`config.mk`:
```
export PLATFORM = sky130hd
export DESIGN_NAME = acc8_core
export DESIGN_NICKNAME = d
export VERILOG_FILES = /design/src/rtl/acc8_pkg.sv /design/src/rtl/acc8_decode.sv /design/src/rtl/acc8_regfile.sv /design/src/rtl/acc8_exec.sv /design/src/rtl/acc8_core.sv
export SDC_FILE = /design/constraint.sdc
export NUM_CORES = 1
export LEC_CHECK = 0
export ABC_AREA = 1
export BUFFER_PORTS_ARGS = -buffer_cell sky130_fd_sc_hd__buf_2
export CORE_MARGIN = 8
export CORE_UTILIZATION = 55
export CTS_CLUSTER_DIAMETER = 40
export DETAILED_ROUTE_END_ITERATION = 12
export PLACE_DENSITY = 0.77
export SLEW_MARGIN = 40
export SYNTH_ARGS = -nofsm -noshare
export SYNTH_HDL_FRONTEND = slang
export SYNTH_SLANG_ARGS = --single-unit
```
`constraint.sdc`:
```
create_clock -name clk -period 4.6 [get_ports clk]
set_clock_uncertainty 0.1 [all_clocks]
set_input_delay 0.23 -clock clk [delete_from_list [all_inputs] [get_ports clk]]
set_output_delay 0.23 -clock clk [all_outputs]
set_load 0.05 [all_outputs]
```
`src/rtl/acc8_pkg.sv`:
```
package acc8_pkg;

  localparam int INSN_W = 8;
  localparam int FLD_W  = 2;
  localparam int IMM_W  = 7;
  localparam int OFF_W  = 5;

  typedef enum logic [3:0] {
    OP_LDC, OP_BRA, OP_BZ, OP_BNE, OP_MOV,
    OP_ADD, OP_SUB, OP_LOAD, OP_STORE
  } op_e;

  typedef struct packed {
    op_e              op;
    logic [FLD_W-1:0] rd;
    logic [FLD_W-1:0] rs;
    logic [IMM_W-1:0] imm;
    logic [OFF_W-1:0] off;
  } dec_t;

endpackage

```
`src/rtl/acc8_decode.sv`:
```
module acc8_decode
  import acc8_pkg::*;
(
  input  logic [INSN_W-1:0] insn,
  output dec_t              dec
);
  always_comb begin
    dec.rd  = insn[3:2];
    dec.rs  = insn[1:0];
    dec.imm = insn[IMM_W-1:0];
    dec.off = insn[OFF_W-1:0];
    casez (insn)
      8'b0???????: dec.op = OP_LDC;
      8'b100?????: dec.op = OP_BRA;
      8'b101?????: dec.op = OP_BZ;
      8'b110?????: dec.op = OP_BNE;
      8'b1110????: dec.op = OP_MOV;
      8'b111100??: dec.op = OP_ADD;
      8'b111101??: dec.op = OP_SUB;
      8'b111110??: dec.op = OP_LOAD;
      default:     dec.op = OP_STORE;
    endcase
  end
endmodule

```
`src/rtl/acc8_regfile.sv`:
```
module acc8_regfile #(
  parameter int DW   = 8,
  parameter int NREG = 4,
  localparam int RIW = $clog2(NREG)
) (
  input  logic           clk,
  input  logic           rst,
  input  logic           we,
  input  logic [RIW-1:0] waddr,
  input  logic [DW-1:0]  wdata,
  input  logic [RIW-1:0] raddr,
  output logic [DW-1:0]  rdata,
  output logic [DW-1:0]  acc
);
  logic [DW-1:0] q [NREG];

  for (genvar i = 0; i < NREG; i++) begin : g_reg
    always_ff @(posedge clk) begin
      if (rst)                           q[i] <= '0;
      else if (we && waddr == RIW'(i))   q[i] <= wdata;
    end
  end

  assign rdata = q[raddr];
  assign acc   = q[0];
endmodule

```
`src/rtl/acc8_exec.sv`:
```
module acc8_exec
  import acc8_pkg::*;
#(
  parameter int DW = 8,
  parameter int AW = 8
) (
  input  dec_t              dec,
  input  logic [DW-1:0]     acc,
  input  logic [DW-1:0]     opr,
  input  logic [DW-1:0]     rd_data,
  input  logic [AW-1:0]     pc,
  output logic              wr_en,
  output logic [FLD_W-1:0]  wr_idx,
  output logic [DW-1:0]     wr_data,
  output logic              st_en,
  output logic [AW-1:0]     pc_next
);
  logic          taken;
  logic [AW-1:0] off_x;

  assign off_x = {{(AW-OFF_W){dec.off[OFF_W-1]}}, dec.off};

  always_comb begin
    wr_en   = 1'b0;
    wr_idx  = '0;
    wr_data = acc;
    st_en   = 1'b0;
    taken   = 1'b0;
    unique case (dec.op)
      OP_LDC:   begin wr_en = 1'b1; wr_data = DW'(dec.imm); end
      OP_MOV:   begin wr_en = 1'b1; wr_idx = dec.rd; wr_data = opr; end
      OP_ADD:   begin wr_en = 1'b1; wr_data = acc + opr; end
      OP_SUB:   begin wr_en = 1'b1; wr_data = acc - opr; end
      OP_LOAD:  begin wr_en = 1'b1; wr_data = rd_data; end
      OP_STORE: st_en = 1'b1;
      OP_BRA:   taken = 1'b1;
      OP_BZ:    taken = (acc == '0);
      OP_BNE:   taken = (acc != '0);
      default:  ;
    endcase
  end

  assign pc_next = pc + AW'(1) + (taken ? off_x : '0);
endmodule

```
`src/rtl/acc8_core.sv`:
```
module acc8_core
  import acc8_pkg::*;
#(
  parameter int DW   = 8,
  parameter int AW   = 8,
  parameter int NREG = 4
) (
  input  logic              clk,
  input  logic              rst,
  output logic [AW-1:0]     imem_addr,
  input  logic [INSN_W-1:0] imem_data,
  output logic [AW-1:0]     dmem_addr,
  output logic [DW-1:0]     dmem_wdata,
  output logic              dmem_we,
  input  logic [DW-1:0]     dmem_rdata
);
  localparam int RIW = $clog2(NREG);

  logic [AW-1:0]    pc, pc_next;
  dec_t             dec;
  logic [DW-1:0]    acc, opr, wr_data;
  logic             wr_en, st_en;
  logic [FLD_W-1:0] wr_idx;

  always_ff @(posedge clk) begin
    if (rst) pc <= '0;
    else     pc <= pc_next;
  end

  acc8_decode u_dec (.insn(imem_data), .dec(dec));

  acc8_regfile #(.DW(DW), .NREG(NREG)) u_rf (
    .clk(clk), .rst(rst), .we(wr_en), .waddr(RIW'(wr_idx)), .wdata(wr_data),
    .raddr(RIW'(dec.rs)), .rdata(opr), .acc(acc)
  );

  acc8_exec #(.DW(DW), .AW(AW)) u_ex (
    .dec(dec), .acc(acc), .opr(opr), .rd_data(dmem_rdata), .pc(pc),
    .wr_en(wr_en), .wr_idx(wr_idx), .wr_data(wr_data),
    .st_en(st_en), .pc_next(pc_next)
  );

  assign imem_addr  = pc;
  assign dmem_addr  = AW'(opr);
  assign dmem_wdata = acc;
  assign dmem_we    = st_en & ~rst;
endmodule

```
* Word level (Yosys, flattened, before mapping)
Memory sizes are Yosys's and may differ from the RTL's.
Index checks and enable logic that the tools add are counted.
** Storage, ports and cells
- Flip-flop bits (word level) :: 8
- Memories :: 1
- RAM bits :: 32
- Memory bits (read-only) :: 0
- Bits in latches :: 0
- Bits of input ports :: 18
** Memory list
- u_rf.q :: words 4, bits a word 8, rd ports 2, clocked after memory_dff 0, write ports 4, RTL line acc8_regfile.sv:15 : logic [DW-1:0] q [NREG];
** Operators by class
- Add/sub/neg operators :: 4
- Divide/modulo/power cells :: 0
- Shift-type cells :: 0
- Magnitude comparators :: 0
- Multiply operators :: 0
- Eq/ne operators :: 18
- Muxes and demuxes :: 25
- Bitwise logic cells :: 7
- Reductions and logical operators :: 9
** Operators with widths (count)
- 8-bit two-way mux :: 5
- 8-bit case mux with 5 select lines :: 1
- 4-bit case mux with 8 select lines :: 1
- 6-bit == test, second input constant :: 3
- 8-bit adder :: 2
- 4-bit by 3-bit == test with 1-bit output, second input constant :: 4
- 1-bit two-way mux :: 16
- 3-bit == test, second input constant :: 3
- 8-bit by 1-bit adder with 8-bit output, second input constant :: 1
- 4-bit by 2-bit == test with 1-bit output, second input constant :: 2
- 4-bit == test, second input constant :: 2
- 8-bit logical NOT :: 1
- 8-bit nonzero test :: 1
- 8-bit subtractor :: 1
- 5-bit OR reduction :: 1
- 2-bit == test, second input constant :: 2
- 4-bit by 1-bit == test with 1-bit output, second input constant :: 1
- 1-bit logical AND :: 4
- 4-bit logical NOT :: 1
- 1-bit bitwise OR :: 4
- 1-bit case mux with 3 select lines :: 1
- 2-bit by 1-bit == test with 1-bit output, second input constant :: 1
- 2-bit logical NOT :: 1
- 2-bit two-way mux :: 1
- other kinds (2) :: 3

* Longest topological paths before layout
- Word-level depth :: 10
- Mapped depth :: 22
- Mapped depth without buffers :: 21

* By module
Synthesis repeated with hierarchy kept, for this count alone.
** Unflattened totals
- Cell total of the unflattened synthesis :: 474
- Area, all modules :: 3330.7 µm²
** By module, submodules not included
- acc8_regfile :: instances 1, cells each 182, area each 1585.3 µm²
- acc8_exec :: instances 1, cells each 228, area each 1298.7 µm²
- acc8_core :: instances 1, cells each 27, area each 239.0 µm²
- acc8_decode :: instances 1, cells each 37, area each 207.7 µm²

* Worst setup path before layout
OpenSTA, ideal clock, no wires.
- Path kind :: reg2reg
- Start :: memory u_rf.q[0][0]
- End :: memory u_rf.q[0][6], data pin
- Arrival :: 2746 ps
- Cell stages (with the launch flop) :: 19
- Data required time :: 4233 ps
- Slack :: 1487 ps
- Path buffers :: 0
- Library setup time :: 267 ps
- Path through :: edfxtp_1 > nand2_1 > nand3_1 > nand2_1 > inv_1 > ha_1 > fa_1 > inv_1 > nand2_1 > nand2_1 > nand2_1 > nand2_1 > nand2_1 > nand2_1 > nand2_1 > a21oi_1 > o21ai_0 > nor3_1 > nor2_1
** RTL lines (RTL line)
- from (decl) :: acc8_regfile.sv:15

==> reports/qor.yml <==
antenna_found_initial: 0
vias: 2729
yosysWarnings: 0
post_cts_buffers: 0
dp_hpwl_mm: 5.82
routedWlPerCell_um: 14.5
synth_most_common_cell: "nand2_1"
final_max_slew_viol_count: 0
power_mw: 1.06
grt_max_degree: 20
grt_pass1_wl_mm: 12.0
setup_violations: 0
gr-total-overflow: 0
ys_top_cells_by_count: "nand2_1, inv_1, nor2_1"
peakVddDrop_uv: 197
ios: 43
synth.distinct_cells: 35
rows: 26
path_class: "reg2reg"
synthToLayoutAreaGrowth_pct: 12.7
grt_pass1_vias: 2499
met3_usage: 0.0344
instances_no_fill: 511
routed_wl_mm: 7.41
cts_tree: "yes"
place_congestion: 0.991
avgSynthCellArea_um2: 7.23
dp.cells: 503
synth_nets: 432
fin_setup_tns_ns: 0
h-tree-depth: 2
drc: 0
fp.dieH_um: 88.2
die_x_um: 88.2
synth.area.top_cells: "edfxtp_1, nand2_1, inv_1"
insertion_delay_ns: 0.29
nNetsFinal: 475
coreArea_mm2: 0.00507
drive_above_1_share: 0.154
p_per_area_mw_per_mm2: 329
fin_crit_ns: 3.27
clkSinkCount: 40
cts_max_path_buffers: 2
clock.fmax_mhz: 306
cts_made_buffers: 5
fin_crit_sh: 0.710
slew_headroom: 0.489
portBuffers: 42
antenna_left: 0
timing.final.hold_violations: 0
hold_buffers: 0
cp-start-kind: "register"
synth_seq_cells: 40
layout_setup_ws_ns: 1.33
use_met1: 0.243
rsz0062_at_grt: "false"
fin_hold_ws_ns: 0.137
dr.pass1.iters: 5
stdcell_area_mm2: 0.00323
drt-initial-drc-count: 281
path_clk_slew_ns: 0.08
max_slew.worst_pin.slew_ns: 0.761
arrival_ns: 3.19
synth_ff_type: "edfxtp_1"
yosysTopAreaCellShare: 0.335
hold_class: "in2reg"
dp_slack_ns: 1.22
critPathRequiredTime_ns: 4.53
ys_async_sr_fraction: 0
leakage_nw: 1.79
die-area_mm2: 0.00778
post-route-util: 0.637
post_dp_cell_area_mm2: 0.00312
hold_depth: 2
grt_usage: 0.198
status: "finished, final reports clean"
grt-busiest-layer: "met2"
path_max_fanout: 5
ys_seq_area_frac: 0.391
use_met2: 0.340
initial_utilization: 0.565
worstSetupEndpointType: "register"
synth-edff-count: 32
netlist.top_cell.by_area: "edfxtp_1"
vias_per_cell: 5.34
antenna_cells: 0
cts-resized-gates: 0
synthCells: 397
syn_area_mm2: 0.00287
cap_violations: 0
r2r_cells: 19
root_buffer: "clkbuf_8"
-- registers in the layout, summed over array words and instances (netlist names) --
name and cells:
u_rf.q 32, imem_addr 8
-- worst max-delay path, cell delays in order, from the launching register on --
cell	delay, ns
edfxtp_1	0.47
nand2_1	0.11
nand3_1	0.06
nand2_1	0.16
ha_1	0.26
nand2_1	0.06
o21ai_0	0.15
fa_1	0.41
inv_1	0.07
nand2_1	0.06
nand2_1	0.06
nand2_1	0.05
nand2_1	0.08
nand2_1	0.07
nand2_1	0.06
nand2_1	0.06
a21oi_1	0.12
o21ai_0	0.09
nor3_1	0.42
nor2_1	0.09
-- layout make-up --
cell class	instances	area (um2)
fill	463	1840
multi-input combinational	273	1410
sequential	40	1120
inverter	78	298
timing repair buffer	42	210
tap	70	87.6
clock buffer	5	68.8
clock inverter	3	42.5
-- power by group --
part	total, mW	switching (mW)	internal [mW]
Combinational	0.343	0.246	0.0966
Sequential	0.435	0.0192	0.416
Clock	0.287	0.126	0.161
Total	1.06	0.392	0.673
-- metal layers --
metal / vias to the layer above / routed length [um]
li1: 1354 / -
met1: 1252 / 3200
met2: 106 / 3520
met3: 17 / 524
met4: 0 / 170
met5: - / 0
-- logic make-up (layout without fill, tap and decap cells) --
kind of cell / after synthesis / in the layout / synth area share
simple gates: 205 / 205 / 0.299
buf+inv: 84 / 128 / 0.119
compound gates: 44 / 44 / 0.0907
flops: 40 / 40 / 0.391
fa+ha+maj: 17 / 17 / 0.0794
xor+xnor: 7 / 7 / 0.0214
-- final timing paths --
kind / startpoint / to / slack (ns)
worst max register to register: u_rf.q[0][1]$_SDFFCE_PN0P_ / u_rf.q[1][6]$_SDFFCE_PN0P_ / 1.33
worst min-delay path: rst / imem_addr[1]$_SDFF_PP0_ / 0.14
worst max-delay path: u_rf.q[0][1]$_SDFFCE_PN0P_ / u_rf.q[1][6]$_SDFFCE_PN0P_ / 1.33
worst min register to register: imem_addr[0]$_SDFF_PP0_ / imem_addr[0]$_SDFF_PP0_ / 0.48
-- cells in the final DEF, fill, tap and decap left out, drive strengths merged, types with 5 or more instances in the layout --
cell type,n
nor2,35
nand3,30
xor2,5
a21oi,14
nand2,130
dfxtp,8
ha,15
o21ai,14
inv,78
clkbuf,5
buf,42
edfxtp,32
Power figures use the tool's default switching activity.
